[src/rtl/zd_pkg.sv]
package zd_pkg;
  typedef enum logic {
    POL_ACT_HIGH = 1'b0,
    POL_ACT_LOW  = 1'b1
  } zd_pol_e;
endpackage

[src/rtl/zd_run_counter.sv]
module zd_run_counter #(
  parameter int SAMPLE_W = 24,
  parameter int RUN_LEN  = 1024
) (
  input  logic                clk,
  input  logic                rst_n,
  input  logic                smp_valid,
  input  logic [SAMPLE_W-1:0] smp_data,
  output logic                run_hit
);
  localparam int CNT_W = $clog2(RUN_LEN + 1);
  localparam logic [CNT_W-1:0] SAT_VAL = CNT_W'(RUN_LEN);

  logic [CNT_W-1:0] cnt_q, cnt_d;
  logic             hit_q, hit_d;
  logic             is_zero;

  assign is_zero = (smp_data == '0);

  always_comb begin
    cnt_d = cnt_q;
    hit_d = hit_q;
    if (smp_valid) begin
      if (is_zero) begin
        if (cnt_q != SAT_VAL) cnt_d = cnt_q + 1'b1;
        hit_d = (cnt_d == SAT_VAL);
      end else begin
        cnt_d = '0;
        hit_d = 1'b0;
      end
    end
  end

  always_ff @(posedge clk or negedge rst_n) begin
    if (!rst_n) begin
      cnt_q <= '0;
      hit_q <= 1'b0;
    end else if (smp_valid) begin
      cnt_q <= cnt_d;
      hit_q <= hit_d;
    end
  end

  assign run_hit = hit_q;

  AST_CNT_SAT: assert property (@(posedge clk) disable iff (!rst_n)
    cnt_q <= SAT_VAL);
  AST_NONZERO_CLEARS: assert property (@(posedge clk) disable iff (!rst_n)
    (smp_valid && !is_zero) |=> (!hit_q && cnt_q == '0));
  AST_IDLE_HOLDS: assert property (@(posedge clk) disable iff (!rst_n)
    !smp_valid |=> ($stable(cnt_q) && $stable(hit_q)));
  AST_RISE_ON_ZERO: assert property (@(posedge clk) disable iff (!rst_n)
    $rose(hit_q) |-> ($past(smp_valid) && $past(is_zero)));
  AST_HIT_STICKY: assert property (@(posedge clk) disable iff (!rst_n)
    (hit_q && smp_valid && is_zero) |=> hit_q);
endmodule

[src/rtl/zd_flag_combine.sv]
module zd_flag_combine
  import zd_pkg::*;
#(
  parameter int NUM_CH = 6
) (
  input  logic                clk,
  input  logic                rst_n,
  input  logic [NUM_CH-1:0]   ch_hit,
  input  zd_pol_e             pol_sel,
  output logic [NUM_CH-1:0]   zero_flag,
  output logic [NUM_CH/2-1:0] pair_zero,
  output logic                all_zero
);
  localparam int NUM_PAIR = NUM_CH / 2;

  logic              inv;
  logic [NUM_PAIR-1:0] pair_hit;
  logic              all_hit;

  assign inv = (pol_sel == POL_ACT_LOW);

  for (genvar k = 0; k < NUM_PAIR; k++) begin : g_pair
    assign pair_hit[k] = ch_hit[2*k] & ch_hit[2*k+1];
  end

  assign all_hit   = &ch_hit;
  assign zero_flag = ch_hit ^ {NUM_CH{inv}};
  assign pair_zero = pair_hit ^ {NUM_PAIR{inv}};
  assign all_zero  = all_hit ^ inv;

  AST_GLOBAL_PAIRS: assert property (@(posedge clk) disable iff (!rst_n)
    (all_zero != inv) |-> (pair_zero == {NUM_PAIR{~inv}}));
  AST_PAIR_MEMBERS: assert property (@(posedge clk) disable iff (!rst_n)
    (pair_zero[0] != inv) |-> (zero_flag[1:0] == {2{~inv}}));
endmodule

[src/rtl/chan_zero_detect.sv]
module chan_zero_detect
  import zd_pkg::*;
#(
  parameter int NUM_CH   = 6,
  parameter int SAMPLE_W = 24,
  parameter int RUN_LEN  = 1024
) (
  input  logic                       clk,
  input  logic                       rst_n,
  input  logic                       pol_low,
  input  logic [NUM_CH-1:0]          smp_valid,
  input  logic [NUM_CH*SAMPLE_W-1:0] smp_data,
  output logic [NUM_CH-1:0]          zero_flag,
  output logic [NUM_CH/2-1:0]        pair_zero,
  output logic                       all_zero
);
  logic [1:0]        rst_sync_q;
  logic              rst_int_n;
  logic [NUM_CH-1:0] ch_hit;
  zd_pol_e           pol_sel;

  always_ff @(posedge clk or negedge rst_n) begin
    if (!rst_n) rst_sync_q <= 2'b00;
    else        rst_sync_q <= {rst_sync_q[0], 1'b1};
  end
  assign rst_int_n = rst_sync_q[1];

  for (genvar i = 0; i < NUM_CH; i++) begin : g_ch
    zd_run_counter #(
      .SAMPLE_W (SAMPLE_W),
      .RUN_LEN  (RUN_LEN)
    ) u_cnt (
      .clk       (clk),
      .rst_n     (rst_int_n),
      .smp_valid (smp_valid[i]),
      .smp_data  (smp_data[i*SAMPLE_W +: SAMPLE_W]),
      .run_hit   (ch_hit[i])
    );
  end

  assign pol_sel = pol_low ? POL_ACT_LOW : POL_ACT_HIGH;

  zd_flag_combine #(
    .NUM_CH (NUM_CH)
  ) u_comb (
    .clk       (clk),
    .rst_n     (rst_int_n),
    .ch_hit    (ch_hit),
    .pol_sel   (pol_sel),
    .zero_flag (zero_flag),
    .pair_zero (pair_zero),
    .all_zero  (all_zero)
  );

  AST_RESET_INACTIVE: assert property (@(posedge clk)
    !rst_int_n |-> (zero_flag == {NUM_CH{pol_low}}));
endmodule

[config.mk]
export PLATFORM = sky130hd
export DESIGN_NAME = chan_zero_detect
export DESIGN_NICKNAME = d
export VERILOG_FILES = /design/src/rtl/zd_pkg.sv /design/src/rtl/zd_run_counter.sv /design/src/rtl/zd_flag_combine.sv /design/src/rtl/chan_zero_detect.sv
export SDC_FILE = /design/constraint.sdc
export NUM_CORES = 1
export LEC_CHECK = 0
export BUFFER_PORTS_ARGS = -buffer_cell sky130_fd_sc_hd__clkbuf_2
export CAP_MARGIN = 40
export CORE_MARGIN = 10
export CORE_UTILIZATION = 30
export CTS_CLUSTER_SIZE = 10
export DETAILED_ROUTE_END_ITERATION = 10
export PLACE_DENSITY = 0.58
export REMOVE_ABC_BUFFERS = 1
export SLEW_MARGIN = 15
export SYNTH_ARGS = -nofsm -noshare
export SYNTH_HDL_FRONTEND = slang
export SYNTH_SLANG_ARGS = --single-unit
[constraint.sdc]
create_clock -name clk -period 4 [get_ports clk]
set_input_delay 0.6 -clock clk [delete_from_list [all_inputs] [get_ports clk]]
set_output_delay 0.6 -clock clk [all_outputs]
set_load 0.01 [all_outputs]
* Word level (Yosys, flattened, before mapping)
Index checks and enable logic that the tools add are counted.
** Word-level totals
- ROM bits :: 0
- Input bits :: 153
- Word-level logic and storage cells :: 75
- Memories :: 0
- Flip-flop bits (word level) :: 74
- Latch bits :: 0
- Memory bits (writable) :: 0
** Cells by class
- Reduce and logical (&&, ||, !) cells :: 7
- Bitwise logic cells :: 6
- Add/subtract/negate cells :: 6
- Mux-type cells :: 31
- Equality and inequality tests :: 12
- Divide/modulo/power cells :: 0
- Shifts and indexed selects :: 0
- Magnitude comparators :: 0
- Multiply operators :: 0
** Operators by type and width (number)
- $mux W11 :: 24
- $logic_not A24 Y1 :: 6
- $add A11 B1 Y11 const B :: 6
- $eq A11 B11 Y1 const B :: 6
- $ne A11 B11 Y1 const B :: 6
- $mux W1 :: 7
- $reduce_and A6 Y1 :: 1
- $xor A6 B6 Y6 :: 1
- $and A1 B1 Y1 :: 3
- $xor A3 B3 Y3 :: 1
- $xor A1 B1 Y1 :: 1

* Depth between registers and ports, before layout
- Depth in word-level cells :: 6
- Gate-level depth with buffers :: 7
- Depth with buffers taken out :: 7

* Cells and area by module
A second synthesis with hierarchy kept.
** Second synthesis, totals
- Cell total of the unflattened synthesis :: 680
- Area, all modules :: 5586.6 µm²
** By module, submodules not included
- zd_run_counter (g_ch[0].u_cnt ...) :: times used 5, cells an instance 111, seq. area each 300.3 µm², area an instance 894.6 µm²
- zd_run_counter (g_ch[5].u_cnt) :: times used 1, cells an instance 107, seq. area each 300.3 µm², area an instance 940.9 µm²
- zd_flag_combine :: times used 1, cells an instance 15, seq. area each 0.0 µm², area an instance 118.9 µm²
- chan_zero_detect :: times used 1, cells an instance 3, seq. area each 50.0 µm², area an instance 53.8 µm²

* Worst setup path before layout
OpenSTA, ideal clock, no wires.
- Kind :: in2reg
- Start point :: in smp_data[28]
- End point :: reg g_ch[1].u_cnt.hit_q
- Cell stages on the path :: 5
- Slack :: 2043 ps
- Buffers on the path :: 0
- Library setup time :: 95 ps
- Data arrival time :: 1862 ps
- Required time :: 3905 ps
- Cell sequence :: nor4_1 > nand4_1 > or2_1 > or3_1 > o32ai_2
** On the way
- Longest elaborated chain between the ends :: 2
** RTL lines
- start, declared :: RTL line chan_zero_detect.sv:12 : input logic [NUM_CH*SAMPLE_W-1:0] smp_data,
- $logic_not A24 Y1 :: RTL line zd_run_counter.sv:18 : assign is_zero = (smp_data == '0);
- $mux W1 :: RTL line zd_run_counter.sv:24 : if (is_zero) begin
- end signal, assigned :: RTL line zd_run_counter.sv:40 : hit_q <= hit_d;
- end, declared :: RTL line zd_run_counter.sv:15 : logic hit_q, hit_d;
No other way between the ends.
A chain may end at the register's enable or synchronous reset.

==> flow_summary.ini <==
[status]
status = complete, no violations

[timing]
setup_ws_ps = 1820
setup_viol = 0
fin_worst_skew_ps = 7.71
rsz0062_at_grt = false
tightest_slew_ps = 806
worst_slew_margin_rel_pct = 46.1
tns_ps = 0
max_freq_mhz = 459
fin_crit_sh_pct = 54.4
slew_viol_final = 0
hold_viol = 0
fin_crit_ps = 2180

[setup_path]
end_kind = register
rrSetupSlack_ps = 1910
critPathSlowestCell = or2_1
start_kind = input pin
r2r_start = g_ch[1].u_cnt.cnt_q[0]
cp_cell_sequence = clkbuf_2 -> nor4b_2 -> nand4_1 -> or2_1 -> a211o_1 -> o32ai_2
critPathMaxFanout = 13
crit_required_ps = 4250
worst-setup-path-type = in2reg
crit_arrival_ps = 2430
ff2ff_path_depth = 6
r2r_end = g_ch[1].u_cnt.run_hit
critPathMaxStageDelay_ps = 480

[cts]
htree_num_levels = 3
cts_tree = yes
cts_hold_buf = 0
insertion_delay_ps = 340
clk_pin_slew_ps = 60
numCtsBuffers = 9
root_buffer = clkbuf_16
cts_sinks = 74
clockBufferDepth = 2
cts_resized = 0
post-cts-setup-buffer-count = 0

[synthesis]
ys_ff_latch = 74
synthDistinctLibCells = 69
synth_area_per_cell_um2 = 8.43
synthFlopType = dfrtp_1
synth_top_area_share_pct = 34.3
ys_seq_area_share_pct = 34.3
yosys.area.top_type = dfrtp_1
synth-async-reset-ratio_pct = 100
postSynthCellCount = 640
yosys_warnings = 0
synth-edff-count = 0
synthTopCellsByArea = dfrtp_1 34%, nand2_1 4.6%, xnor2_1 4.1%
syn_area_um2 = 5400

[drt]
drt-total-wl_um = 14600
drc_errors = 0
ant_nets = 0
wire_per_inst_um = 14.4
vias_per_cell = 5.25
vias = 5323
dr.first_iter.drc_count = 232
dr.pass1.iters = 7

[die]
start_util_pct = 30.9
row_count = 48
die_area_um2 = 23800
num_io_pins = 163
fp.dieW_um = 154
core_um2 = 17500
die_h_um = 154

[place]
dp_slack_ps = 1470
gp_congestion = 0.819
numPortBuffers = 162
dp.final_hpwl_um = 11300
dp_cells = 998

[global_route]
grt_pass1_vias = 5248
grt_usage_pct = 11.9
grt_start_max_net_pins = 57
grt_pass1_wl_um = 24700
antenna_found_initial = 0
gr-total-overflow = 0

[pwr]
cellLeakagePower_nw = 2.85
ir_drop_uv = 207
powerDensity_nw_per_um2 = 261

[cells_and_area]
fill_cells = 1770
finalNonFillerCells = 1014
layout.nets = 949
syn2layout_area_growth_pct = 24.0
antenna_cells = 0
drive_gt1_share_pct = 26.5

[min_path]
hold_class = in2async

[flow_run]
max_cap_violations = 0
cells in the final DEF (no fill, tap or decap), drive strengths merged, types with 11 or more instances in the layout:
cell type	netlist	layout
o31ai	28	28
a21oi	11	11
xor2	11	11
clkbuf	12	173
and3	17	17
nand4	22	22
inv	38	38
nor2	28	28
ha	12	12
o21ai	41	41
o22ai	13	13
nand2	66	66
nor4b	11	11
nand3	36	36
nor3	33	33
nor4	30	30
dfrtp	74	74
xnor2	25	25
metal layers:
metal	global-route usage [%]	up-vias	routed length, um
li1	-	2690	-
met1	15.1	2447	6650
met2	18.8	177	6620
met3	4.94	9	1250
met4	1.98	0	85
met5	0	-	0
cells by family after synthesis:
kind of cell	synth area share (%)
buf+inv	5.22
mux	0.950
flops	34.3
other cells	0.0695
compound gates	19.8
xor+xnor	5.84
simple gates	31.1
fa+ha+maj	2.78
worst max path at each step:
stage                              from                endpoint  slack [ps]  cells past startpoint
final                      smp_valid[3]   g_ch[3].u_cnt.run_hit        1820                      6
after global routing       smp_valid[3]   g_ch[3].u_cnt.run_hit        1650                      6
after CTS                  smp_valid[3]   g_ch[3].u_cnt.run_hit        1830                      6
after detailed placement   smp_valid[3]   g_ch[3].u_cnt.run_hit        1470                      6
after global placement     smp_valid[3]   g_ch[3].u_cnt.run_hit        1530                      6
after floorplan           rst_sync_q[1]  g_ch[0].u_cnt.cnt_q[0]        1790                      0
flip-flops by register name, indices dropped and copies added (netlist names):
signal / cells
g_ch.u_cnt.run_hit: 6
rst_sync_q: 2
g_ch.u_cnt.cnt_q: 66
report_power, final:
| group | internal, W | total [W] | switching [W] | leakage (nW) |
|---|---|---|---|---|
| combinational | 0.0000800 | 0.000150 | 0.0000695 | 1.67 |
| clock | 0.000514 | 0.000836 | 0.000323 | 0.151 |
| sequential | 0.000752 | 0.000759 | 0.00000749 | 1.03 |
| total | 0.00135 | 0.00175 | 0.000400 | 2.85 |
layout make-up:
class                      instances  area [um2]  area share [%]
tap                              225         282            4.21
inverter                          39         146            2.19
clock buffer                      11         253            3.78
multi-input combinational        497        3260            48.8
sequential                        74        1860            27.7
timing repair buffer             163         838            12.5
clock inverter                     5        52.6           0.785
worst max-delay path, delay by kind of cell:
family	cells	cell delay, ps
AO/OA/AOI/OAI	2	510
buffers and inverters	1	260
AND/OR/NAND/NOR	3	1060
synth_stat cells (all sizes together), types with 2 or more instances:
cell type	number
nand2	66
o41ai	3
dfrtp	74
or3	9
and2	3
buf	18
and4	4
nor3b	2
nand2b	10
clkbuf	12
nor2	28
o221ai	2
a21oi	11
nand3	36
nand4b	4
o2111ai	2
nor4b	11
a31oi	10
nor3	33
o31ai	28
a32o	2
xnor2	25
a211oi	3
o22ai	13
or2	10
nand4	22
o21a	3
a21o	10
ha	12
and3	17
o32ai	5
o21ai	41
a21boi	3
nor4	30
a211o	3
xor2	11
mux2i	4
inv	38
or4	2
a22o	4
metrics by stage:
stage	area, um2	util (%)	hold WS (ps)	power, W
final	6690	38.3	32.9	0.00175
after floorplan	5260	-	304	0.000818
after global routing	6690	38.3	14.8	0.00183
after detailed placement	6390	36.5	217	0.000926
after global placement	6360	36.4	334	0.000920
after CTS	6690	38.3	17.7	0.00178
Note: power is estimated with default switching activity, not from simulation.
